--- src/rtl/bus_seq_pkg.sv ---
package bus_seq_pkg;
  typedef enum logic [2:0] {
    ST_IDLE = 3'd0,
    ST_T1   = 3'd1,
    ST_T2   = 3'd2,
    ST_T3   = 3'd3,
    ST_TW   = 3'd4,
    ST_T4   = 3'd5
  } bus_st_e;
endpackage

--- src/rtl/bus_seq_fsm.sv ---
module bus_seq_fsm
  import bus_seq_pkg::*;
(
  input  logic    clk_i,
  input  logic    rst_ni,
  input  logic    req_i,
  input  logic    ready_i,
  output bus_st_e state_o,
  output logic    accept_o,
  output logic    capture_o
);
  bus_st_e state_q, state_d;

  always_comb begin
    state_d = state_q;
    unique case (state_q)
      ST_IDLE: if (req_i) state_d = ST_T1;
      ST_T1:   state_d = ST_T2;
      ST_T2:   state_d = ST_T3;
      ST_T3:   state_d = ready_i ? ST_T4 : ST_TW;
      ST_TW:   state_d = ready_i ? ST_T4 : ST_TW;
      ST_T4:   state_d = ST_IDLE;
      default: state_d = ST_IDLE;
    endcase
  end

  always_ff @(posedge clk_i or negedge rst_ni)
    if (!rst_ni) state_q <= ST_IDLE;
    else         state_q <= state_d;

  assign state_o   = state_q;
  assign accept_o  = (state_q == ST_IDLE) && req_i;
  assign capture_o = (state_q == ST_T3 || state_q == ST_TW) && ready_i;


  wait_entry_chk: assert property (@(posedge clk_i) disable iff (!rst_ni)
    (state_q == ST_TW) |-> !$past(ready_i));

  t4_to_idle_chk: assert property (@(posedge clk_i) disable iff (!rst_ni)
    (state_q == ST_T4) |=> (state_q == ST_IDLE));

  busy_ignore_chk: assert property (@(posedge clk_i) disable iff (!rst_ni)
    (state_q != ST_IDLE) |=> (state_q != ST_T1));
endmodule

--- src/rtl/bus_seq_lanes.sv ---
module bus_seq_lanes
  import bus_seq_pkg::*;
#(
  parameter int AW = 20,
  parameter int DW = 16,
  localparam int HW = AW - DW
) (
  input  logic          clk_i,
  input  logic          rst_ni,
  input  bus_st_e       state_i,
  input  logic          accept_i,
  input  logic          capture_i,
  input  logic          wr_i,
  input  logic          mem_i,
  input  logic [AW-1:0] addr_i,
  input  logic [DW-1:0] wdata_i,
  input  logic [HW-1:0] stat_i,
  input  logic [DW-1:0] ad_i,
  output logic [DW-1:0] ad_o,
  output logic          ad_oe_o,
  output logic [HW-1:0] a_hi_o,
  output logic          m_io_o,
  output logic          dt_r_o,
  output logic [DW-1:0] rdata_o
);
  logic [AW-1:0] addr_q;
  logic [DW-1:0] wdata_q, rdata_q;
  logic [HW-1:0] stat_q;
  logic          wr_q, mem_q;

  always_ff @(posedge clk_i or negedge rst_ni)
    if (!rst_ni) begin
      addr_q  <= '0;
      wdata_q <= '0;
      stat_q  <= '0;
      wr_q    <= 1'b0;
      mem_q   <= 1'b0;
    end else if (accept_i) begin
      addr_q  <= addr_i;
      wdata_q <= wdata_i;
      stat_q  <= stat_i;
      wr_q    <= wr_i;
      mem_q   <= mem_i;
    end

  always_ff @(posedge clk_i or negedge rst_ni)
    if (!rst_ni)                rdata_q <= '0;
    else if (capture_i && !wr_q) rdata_q <= ad_i;

  logic in_t1, data_phase;
  assign in_t1      = (state_i == ST_T1);
  assign data_phase = (state_i == ST_T2) || (state_i == ST_T3) ||
                      (state_i == ST_TW) || (state_i == ST_T4);

  assign ad_o    = in_t1 ? addr_q[DW-1:0] : wdata_q;
  assign ad_oe_o = in_t1 || (data_phase && wr_q);
  assign a_hi_o  = in_t1 ? addr_q[AW-1:DW] : (data_phase ? stat_q : '0);
  assign m_io_o  = mem_q;
  assign dt_r_o  = wr_q;
  assign rdata_o = rdata_q;


  dir_hold_chk: assert property (@(posedge clk_i) disable iff (!rst_ni)
    data_phase |-> ($stable(m_io_o) && $stable(dt_r_o)));

  wdata_hold_chk: assert property (@(posedge clk_i) disable iff (!rst_ni)
    (ad_oe_o && state_i != ST_T1 && state_i != ST_T2) |-> $stable(ad_o));

  rdata_only_on_capture_chk: assert property (@(posedge clk_i) disable iff (!rst_ni)
    (rdata_o != $past(rdata_o)) |-> $past(capture_i));
endmodule

--- src/rtl/bus_cycle_seq.sv ---
module bus_cycle_seq
  import bus_seq_pkg::*;
#(
  parameter int AW = 20,
  parameter int DW = 16,
  localparam int HW = AW - DW
) (
  input  logic          clk_i,
  input  logic          rst_ni,
  input  logic          req_i,
  input  logic          wr_i,
  input  logic          mem_i,
  input  logic [AW-1:0] addr_i,
  input  logic [DW-1:0] wdata_i,
  input  logic [HW-1:0] stat_i,
  input  logic          ready_i,
  input  logic [DW-1:0] ad_i,
  output logic [DW-1:0] ad_o,
  output logic          ad_oe_o,
  output logic [HW-1:0] a_hi_o,
  output logic          ale_o,
  output logic          m_io_o,
  output logic          dt_r_o,
  output logic          den_no,
  output logic          rd_no,
  output logic          wr_no,
  output logic [DW-1:0] rdata_o,
  output logic          done_o
);
  bus_st_e state;
  logic    accept, capture, strobe_win;

  bus_seq_fsm u_fsm (
    .clk_i     (clk_i),
    .rst_ni    (rst_ni),
    .req_i     (req_i),
    .ready_i   (ready_i),
    .state_o   (state),
    .accept_o  (accept),
    .capture_o (capture)
  );

  bus_seq_lanes #(.AW(AW), .DW(DW)) u_lanes (
    .clk_i     (clk_i),
    .rst_ni    (rst_ni),
    .state_i   (state),
    .accept_i  (accept),
    .capture_i (capture),
    .wr_i      (wr_i),
    .mem_i     (mem_i),
    .addr_i    (addr_i),
    .wdata_i   (wdata_i),
    .stat_i    (stat_i),
    .ad_i      (ad_i),
    .ad_o      (ad_o),
    .ad_oe_o   (ad_oe_o),
    .a_hi_o    (a_hi_o),
    .m_io_o    (m_io_o),
    .dt_r_o    (dt_r_o),
    .rdata_o   (rdata_o)
  );

  // strobes active from T2 up to the last wait state
  assign strobe_win = (state == ST_T2) || (state == ST_T3) || (state == ST_TW);
  assign ale_o  = (state == ST_T1);
  assign den_no = !strobe_win;
  assign rd_no  = !(strobe_win && !dt_r_o);
  assign wr_no  = !(strobe_win && dt_r_o);
  assign done_o = (state == ST_T4);


  rd_wr_excl_chk: assert property (@(posedge clk_i) disable iff (!rst_ni)
    (rd_no || wr_no));

  ale_pulse_chk: assert property (@(posedge clk_i) disable iff (!rst_ni)
    ale_o |=> !ale_o);

  done_pulse_chk: assert property (@(posedge clk_i) disable iff (!rst_ni)
    done_o |=> (!done_o && !ale_o));

  strobe_hold_chk: assert property (@(posedge clk_i) disable iff (!rst_ni)
    (!$past(done_o) && !den_no && $past(!den_no) && !$past(ready_i))
      |-> ($stable(rd_no) && $stable(wr_no)));
endmodule

--- config.mk ---
export PLATFORM = sky130hd
export DESIGN_NAME = bus_cycle_seq
export DESIGN_NICKNAME = d
export VERILOG_FILES = /design/src/rtl/bus_seq_pkg.sv /design/src/rtl/bus_seq_fsm.sv /design/src/rtl/bus_seq_lanes.sv /design/src/rtl/bus_cycle_seq.sv
export SDC_FILE = /design/constraint.sdc
export NUM_CORES = 1
export LEC_CHECK = 0
export BUFFER_PORTS_ARGS = -buffer_cell sky130_fd_sc_hd__clkbuf_2
export CAP_MARGIN = 0
export CORE_MARGIN = 5
export CORE_UTILIZATION = 40
export CTS_CLUSTER_SIZE = 10
export DETAILED_ROUTE_END_ITERATION = 10
export GPL_TIMING_DRIVEN = 0
export PLACE_DENSITY = 0.67
export RECOVER_POWER = 25
export SYNTH_ARGS = -nofsm -noshare
export SYNTH_HDL_FRONTEND = slang
export SYNTH_SLANG_ARGS = --single-unit
--- constraint.sdc ---
create_clock -name clk_i -period 2.1 [get_ports clk_i]
set_input_delay 0.42 -clock clk_i [delete_from_list [all_inputs] [get_ports clk_i]]
set_output_delay 0.42 -clock clk_i [all_outputs]
set_load 0.02 [all_outputs]
==> Word level (Yosys, flattened, before mapping) <==
Index checks and enable logic that the tools add are counted.
{ "op_classes": {"reduce_logical": 17, "n_eq_ne": 6, "n_mux": 6} }
{ "op_table": {"columns": ["op", "n"], "rows": [
  ["16-bit 2-to-1 mux", 1],
  ["3-bit case mux with 4 select lines", 1],
  ["4-bit 2-to-1 mux", 2],
  ["3-bit by 2-bit equality test with 1-bit output, second input constant", 2],
  ["3-bit equality test, second input constant", 2],
  ["1-bit logical AND", 6],
  ["1-bit logical OR", 5],
  ["1-bit logical NOT", 4],
  ["3-bit by 1-bit equality test with 1-bit output, second input constant", 1],
  ["3-bit logical NOT", 1],
  ["3-bit 2-to-1 mux", 1],
  ["2-bit inequality test, second input constant", 1],
  ["2-bit OR reduction", 1],
  ["1-bit 2-to-1 mux", 1]
]} }
{ "word_totals": {"in_bits": 62, "output_inout_bits": 44, "regBits": 61, "word_cells": 36} }

==> Logic depth before layout (Yosys ltp) <==
Gate-level depths: netlist (run 1).
{ "depth": {"word_depth": 6, "ltp_mapped": 5, "ltp_nobuf": 3} }

==> Modules after synthesis <==
From an unflattened synthesis (run 1), not the netlist that was laid out.
{ "unflattened": {"hier_cells": 182, "area_unflattened_um2": 2725.1} }
{ "modules_own_cells": {"columns": ["module", "seq_area_each_um2", "area_each_um2", "cells_each", "instances"], "rows": [
  ["bus_seq_lanes", 1451.4, 2504.9, 160, 1],
  ["bus_seq_fsm", 75.1, 167.7, 15, 1],
  ["bus_cycle_seq", 0.0, 52.6, 7, 1]
]} }

==> Least setup slack after synthesis (run 1) <==
Ideal clock, no wire load.
{ "synth_path": {"path_type": "flip-flop to output port", "from": "register u_fsm.state_q[0], in the netlist u_fsm.state_o[0]", "to": "output ad_o[10]", "n_path_buf": 2, "t_arrival_ps": 1522, "setup_slack_ps": 158, "path_stages_with_launch": 6, "t_required_ps": 1680, "path_cell_list": "dfrtp_1 and2b_4 and2b_1 buf_4 buf_4 mux2_2"} }
{ "synth_between": {"elab_chain_cells": 2} }
{ "synth_lines": {"columns": ["element", "line", "rtl"], "rows": [
  ["from (decl)", "bus_seq_fsm.sv:12", "bus_st_e state_q, state_d;"],
  ["from (signal assigned)", "bus_seq_fsm.sv:29", "else state_q <= state_d;"],
  ["3-bit by 1-bit equality test with 1-bit output", null, null],
  ["named net ale_o", "bus_cycle_seq.sv:21", "output logic ale_o,"],
  ["16-bit 2-to-1 mux", "bus_seq_lanes.sv:55", "assign ad_o = in_t1 ? addr_q[DW-1:0] : wdata_q;"],
  ["to (decl)", "bus_cycle_seq.sv:18", "output logic [DW-1:0] ad_o,"]
]} }
The timed path passes the listed nets, and every way through them passes these cells.

==> Final worst setup path (run 1) <==
{ "layout_path": {"from": "register u_fsm.state_q[1], in the netlist u_fsm.state_o[1]", "to": "output ad_o[3]"} }
{ "layout_between": {"elab_chain_cells": 2} }
{ "layout_lines": {"columns": ["element", "line", "rtl"], "rows": [
  ["3-bit by 1-bit equality test with 1-bit output", "bus_seq_lanes.sv:51", "assign in_t1 = (state_i == ST_T1);"],
  ["16-bit 2-to-1 mux", "bus_seq_lanes.sv:55", null]
]} }
Every way passes these cells.

==> results of run 1 <==
[Yosys cell counts (all sizes together)]
master,count
a21oi,1
a22oi,4
and2,1
and2b,2
and3b,1
buf,9
clkbuf,1
dfrtp,61
inv,1
mux2,73
nand2,6
nor2,3
nor2b,2
nor3b,1
nor4b,1
o211a,1
o21ai,9
o31ai,1
or2,1
xnor2,1
[layer usage]
metal | global-route usage, % | vias to the layer above
li1 | - | 892
met1 | 19.1 | 894
met2 | 24.1 | 62
met3 | 5.28 | 6
met4 | 6.68 | 0
met5 | 0 | -
[final cells by class]
cell class / count / share of cell area, %
sequential: 61 / 39.4
multi-input combinational: 108 / 29.9
clock buffer: 12 / 3.74
timing repair buffer: 113 / 19.4
inverter: 1 / 0.0968
buffer: 9 / 2.42
tap: 80 / 2.58
clock inverter: 4 / 2.45
[worst min-delay path by stage]
stage | slack, ps | end | cells past startpoint | from
final | 310 | u_lanes.dt_r_o$_DFFE_PN0P_ | 3 | wr_i
after global routing | 300 | u_lanes.addr_q[17]$_DFFE_PN0P_ | 2 | addr_i[17]
after CTS | 240 | u_lanes.m_io_o$_DFFE_PN0P_ | 1 | rst_ni
after detailed placement | 480 | u_lanes.wdata_q[3]$_DFFE_PN0P_ | 1 | u_lanes.wdata_q[3]$_DFFE_PN0P_
after global placement | 470 | u_lanes.wdata_q[3]$_DFFE_PN0P_ | 1 | u_lanes.wdata_q[3]$_DFFE_PN0P_
after floorplan | 120 | u_fsm.state_o[0]$_DFFE_PN0P_ | 0 | rst_ni
[power by group through the flow]
stage / sequential, W / clock [W] / combinational (W)
floorplan: 0.00227 / 0 / 0.00196
global placement: 0.00210 / 0 / 0.00296
detailed placement: 0.00214 / 0 / 0.00300
CTS: 0.00211 / 0.00129 / 0.00363
global route: 0.00219 / 0.00136 / 0.00413
finish: 0.00211 / 0.00125 / 0.00386
[flip-flops by register name, summed over array words and instances, names as in the netlist]
register	cells
u_fsm.state_o	3
u_lanes.m_io_o	1
u_lanes.addr_q	20
u_lanes.wdata_q	16
u_lanes.stat_q	4
u_lanes.rdata_o	16
u_lanes.dt_r_o	1
[logic make-up after synthesis]
family	share of synthesized area, %
AOI/OAI and AO/OA	3.60
xor gates and xnor gates	0.323
buffers and inverters	3.51
DFF	56.4
muxes	31.7
and+or+nand+nor	4.48
[critical path, cell delays in order, from the launching register on]
cell and delay, ps:
dfrtp_1 390, and2b_4 250, and2b_1 130, buf_6 130, buf_8 140, mux2_4 310
buf_6 140
[through the flow]
| step | worst slack (ps) | power [W] |
|---|---|---|
| after floorplan | 158 | 0.00423 |
| after global placement | -87.7 | 0.00506 |
| after detailed placement | -92.1 | 0.00513 |
| after CTS | -223 | 0.00704 |
| after global routing | -200 | 0.00767 |
| final | -121 | 0.00721 |
[what timing repair did]
action,in CTS,in global routing
buffers inserted,7,1
hold buffers,0,0
endpoints found under the setup margin,23,45
gates resized for setup,41,50
pin swaps,0,0
cloned,1,0
==> results.sh, run 1 <==
export IMPL_outcome="complete, but fails checks"
export IMPL_violations="max-capacitance violations, max-slew violations, negative setup slack"
export IMPL_grt_pass1_vias=2095
export IMPL_root_buffer="clkbuf_8"
export IMPL_switching_share_pct=34.3
export IMPL_hold_path_class="in2reg"
export IMPL_multiInputGateArea_sq_mm=0.00116
export IMPL_cts_buffers=9
export IMPL_h_tree_depth=3
export IMPL_layout_nets=365
export IMPL_finalWeightedCongestion=0.709
export IMPL_pwr_share_seq_pct=29.2
export IMPL_combPwrFrac_pct=53.5
export IMPL_layout_commonest_cell="clkbuf_2"
export IMPL_rrSetupSlack_ps=130
export IMPL_final_area_sq_mm=0.00388
export IMPL_grt_max_degree=62
export IMPL_finalHoldViolCount=0
export IMPL_wl_met1_microns=2630
export IMPL_num_rows=30
export IMPL_antennaDiodeCount=0
export IMPL_crit_arrival_ps=1800
export IMPL_syn_to_final_growth_pct=43.1
export IMPL_met2WireLength_microns=2960
export IMPL_die_width_microns=92.3
export IMPL_seq_area_sq_mm=0.00153
export IMPL_finalCritPeriodShare_pct=106
export IMPL_wl_per_cell_microns=15.7
export IMPL_drt_iter0_drc=50
export IMPL_antenna_left=0
export IMPL_clkSlewWorstSetupHoldPaths_ps=70
export IMPL_netlist_instances=180
export IMPL_die_y_microns=92.3
export IMPL_core_sq_mm=0.00668
export IMPL_cts_buffer_depth=2
export IMPL_via_count=1854
export IMPL_synth_top_area_cell="dfrtp_1"
export IMPL_grt_overflow=0
export IMPL_slew_headroom_pct=-1.91
export IMPL_top_layer_used="met4"
export IMPL_drt_first_pass_iters=4
export IMPL_worst_ep_required_time_ps=1680
export IMPL_ios=106
export IMPL_crit_end="ad_o[3]"
export IMPL_cts_tree="yes"
export IMPL_worstPathMaxFanout=6
export IMPL_timing_rr_start="u_fsm.state_o[1]$_DFFE_PN0P_"
export IMPL_io_buffer_count=105
export IMPL_antenna_found_initial=0
export IMPL_slew_violations=62
export IMPL_start_util_pct=40.5
export IMPL_track_usage_pct=15.3
export IMPL_setup_tns_ps=-1630
export IMPL_p_int_w=0.00473
export IMPL_clock_sinks=61
export IMPL_ff2ff_path_depth=5
export IMPL_drive_gt1_share_pct=68.8
export IMPL_yosys_top_cells_area="dfrtp_1 56%, mux2_2 25%, mux2_4 5.5%, buf_6 2.5%, o21ai_0 1.7%"
export IMPL_place_area_sq_mm=0.00334
export IMPL_clk_latency_ps=320
export IMPL_ys_ff_latch=61
export IMPL_rsz0062_at_grt="true"
export IMPL_fin_cells=388
export IMPL_cp_start_kind="flip-flop"
export IMPL_p_leak_nw=1.89
export IMPL_peakVddDrop_v=0.000852
export IMPL_switching_power_w=0.00248
export IMPL_grt_pass1_wl_microns=10100
export IMPL_synth_distinct_cells=25
export IMPL_hold_slack_ps=308
export IMPL_final_util_pct=58.0
export IMPL_syn_area_sq_mm=0.00271
export IMPL_fmax_mhz=450
export IMPL_cp_end_kind="primary output"
export IMPL_min_period_ps=2220
export IMPL_clock_skew_ps=4.84
export IMPL_wl_met3_microns=432
export IMPL_finalWirelength_microns=6090
export IMPL_drc_errors=0
export IMPL_fillerInstances=578
export IMPL_power_frac_clock_pct=17.3
export IMPL_crit_type="reg2out"
export IMPL_dieArea_sq_mm=0.00852
export IMPL_setup_viol=16
export IMPL_p_per_area_mw_per_mm2=1860
export IMPL_syn_nets=242
export IMPL_fin_ws_ps=-121
export IMPL_viasPerCell=4.78
export IMPL_tightest_slew_ps=1530
export IMPL_dp_hpwl_microns=4170
export IMPL_startpoint="u_fsm.state_o[1]$_DFFE_PN0P_"
export IMPL_max_cap_violations=1
export IMPL_place_inst=365
export IMPL_yosysTopAreaCellShare_pct=56.4
export IMPL_yosysSeqAreaShare_pct=56.4
export IMPL_layout_common_cells="83 x clkbuf_2, 60 x dfrtp_1, 43 x mux2_2, 26 x mux2_4, 13 x buf_6"
export IMPL_ys_warnings_count=0
export IMPL_synth_area_per_cell_sq_um=15.0
export IMPL_r2r_end="u_lanes.wdata_q[12]$_DFFE_PN0P_"
Power figures use the tool's default switching activity.
==> run 2, diff against run 1 <==
--- a/config.mk
+++ b/config.mk
@@ -7,12 +7,14 @@
 export LEC_CHECK = 0
 export BUFFER_PORTS_ARGS = -buffer_cell sky130_fd_sc_hd__clkbuf_2
 export CAP_MARGIN = 0
+export CELL_PAD_IN_SITES_DETAIL_PLACEMENT = 1
+export CELL_PAD_IN_SITES_GLOBAL_PLACEMENT = 2
 export CORE_MARGIN = 5
-export CORE_UTILIZATION = 40
+export CORE_UTILIZATION = 31
 export CTS_CLUSTER_SIZE = 10
 export DETAILED_ROUTE_END_ITERATION = 10
 export GPL_TIMING_DRIVEN = 0
-export PLACE_DENSITY = 0.67
+export PLACE_DENSITY = 0.77
 export RECOVER_POWER = 25
 export SYNTH_ARGS = -nofsm -noshare
 export SYNTH_HDL_FRONTEND = slang
==> run 2 against run 1 <==
Compared with the run above: the run still ends with max-capacitance violations, max-slew violations, negative setup slack left; critical path depth did not move; sequential power barely moved; clock-buffer cell count rose by 1; cell area rose by 1.2%; via count rose by 3.7%; maximum frequency fell by 1.4%; register-to-register slack barely moved; largest power group unchanged.
==> results.sh, run 2 (same netlist as run 1, synthesis figures left out) <==
export IMPL_drc_errors=0
export IMPL_dieArea_sq_mm=0.0107
export IMPL_r2r_end="u_lanes.wdata_q[9]$_DFFE_PN0P_"
export IMPL_drive_gt1_share_pct=70.6
export IMPL_timing_rr_start="u_fsm.state_o[1]$_DFFE_PN0P_"
export IMPL_die_width_microns=103
export IMPL_place_area_sq_mm=0.00337
export IMPL_finalWirelength_microns=6980
export IMPL_viasPerCell=4.61
export IMPL_final_area_sq_mm=0.00392
export IMPL_finalWeightedCongestion=0.732
export IMPL_layout_common_cells="85 x clkbuf_2, 59 x dfrtp_1, 43 x mux2_2, 26 x mux2_4, 23 x buf_6"
export IMPL_h_tree_depth=3
export IMPL_min_period_ps=2250
export IMPL_slew_violations=62
export IMPL_combPwrFrac_pct=56.4
export IMPL_cts_buffer_depth=2
export IMPL_layout_nets=368
export IMPL_syn_to_final_growth_pct=44.8
export IMPL_power_frac_clock_pct=13.6
export IMPL_violations="max-capacitance violations, max-slew violations, negative setup slack"
export IMPL_crit_type="reg2out"
export IMPL_wl_per_cell_microns=16.7
export IMPL_drt_iter0_drc=24
export IMPL_setup_viol=16
export IMPL_clkSlewWorstSetupHoldPaths_ps=60
export IMPL_finalHoldViolCount=0
export IMPL_clk_latency_ps=320
export IMPL_dp_hpwl_microns=4880
export IMPL_via_count=1923
export IMPL_cp_start_kind="flip-flop"
export IMPL_p_total_w=0.00709
export IMPL_fin_ws_ps=-153
export IMPL_clock_skew_ps=8.36
export IMPL_switching_share_pct=35.9
export IMPL_fmax_mhz=444
export IMPL_track_usage_pct=13.2
export IMPL_grt_overflow=0
export IMPL_worstPathMaxFanout=5
export IMPL_pwr_share_seq_pct=30.0
export IMPL_layout_commonest_cell="clkbuf_2"
export IMPL_crit_arrival_ps=1830
export IMPL_hold_slack_ps=312
export IMPL_antenna_found_initial=0
export IMPL_antenna_left=0
export IMPL_root_buffer="clkbuf_8"
export IMPL_p_per_area_mw_per_mm2=1810
export IMPL_clock_sinks=61
export IMPL_max_cap_violations=1
export IMPL_slew_headroom_pct=-0.715
export IMPL_largest_reg_flops=20
export IMPL_cp_end_kind="primary output"
export IMPL_peakVddDrop_v=0.000754
export IMPL_start_util_pct=31.4
export IMPL_ios=106
export IMPL_switching_power_w=0.00254
export IMPL_antennaDiodeCount=0
export IMPL_min_delay_path_depth=2
export IMPL_drt_first_pass_iters=3
export IMPL_num_rows=34
export IMPL_grt_pass1_vias=2127
export IMPL_finalCritPeriodShare_pct=107
export IMPL_p_int_w=0.00455
export IMPL_rsz0062_at_grt="true"
export IMPL_grt_max_degree=62
export IMPL_min_from="addr_i[5]"
export IMPL_cts_tree="yes"
export IMPL_die_y_microns=103
export IMPL_grt_pass1_wl_microns=10700
export IMPL_rrSetupSlack_ps=120
export IMPL_startpoint="u_fsm.state_o[1]$_DFFE_PN0P_"
export IMPL_outcome="complete, but fails checks"
export IMPL_worst_ep_required_time_ps=1680
export IMPL_tightest_slew_ps=1510
export IMPL_ff2ff_path_depth=5
export IMPL_worstHoldEndpoint="u_lanes.addr_q[5]$_DFFE_PN0P_"
export IMPL_hold_path_class="in2reg"
export IMPL_p_leak_nw=1.90
export IMPL_io_buffer_count=105
export IMPL_core_sq_mm=0.00864
export IMPL_cts_buffers=9
export IMPL_top_register="u_lanes.addr_q"
## run 2: cell types whose count changed in the layout (fill, tap and decap cells not counted), sizes merged
cell / delta
clkbuf: +3
buf: +1
bufinv: -3
## run 2: area by class of cell
type	count	area [sq um]
buffer	10	121
clock buffer	13	179
clock inverter	1	5.00
fill	922	4710
inverter	1	3.75
multi-input combinational	108	1160
sequential	61	1530
tap	108	135
timing repair buffer	115	783
## run 2: power by group through the flow
stage	Combinational (W)	Sequential, W	Clock (W)
finish	0.00400	0.00213	0.000961
CTS	0.00338	0.00212	0.00100
detailed placement	0.00305	0.00215	0
global placement	0.00299	0.00212	0
global route	0.00427	0.00221	0.00105
floorplan	0.00196	0.00227	0
## run 2: worst max-delay path, cell delays in order (launching register included)
cell and delay, ps:
dfrtp_1 380, and2b_4 260, and2b_1 130, buf_6 140, clkbuf_16 160, mux2_4 310, buf_6 140
## run 2: routing by layer
layer	wire, microns	global-route usage, %
met2	3470	21.2
met3	515	5.16
met4	57	3.88
met1	2940	16.5
met5	0	0
## run 2: worst max path at each step
stage	endpoint	slack [ps]	cells after the start
after global placement	ad_o[6]	-120	6
after detailed placement	ad_o[7]	-90	6
after CTS	ad_o[7]	-170	6
after global routing	ad_o[9]	-230	6
after floorplan	ad_o[10]	160	5
final	ad_o[9]	-150	6
## run 2: what timing repair did
action,in CTS,in global routing
hold buffers,0,0
pin swaps,0,1
resized for setup,21,78
setup buffers,7,2
gates cloned,0,2
setup endpoints to repair,22,62
## run 2: through the flow
step           setup WS (ps)  cells  TNS, ps  util [%]
2_1_floorplan            158    180        0         -
3_3_place_gp            -122    393    -1000      39.0
3_5_place_dp           -90.6    393     -747      39.0
4_1_cts                 -170    414    -2350      42.7
5_1_grt                 -233    417    -3160      45.4
6_report                -153    417    -1880      45.4
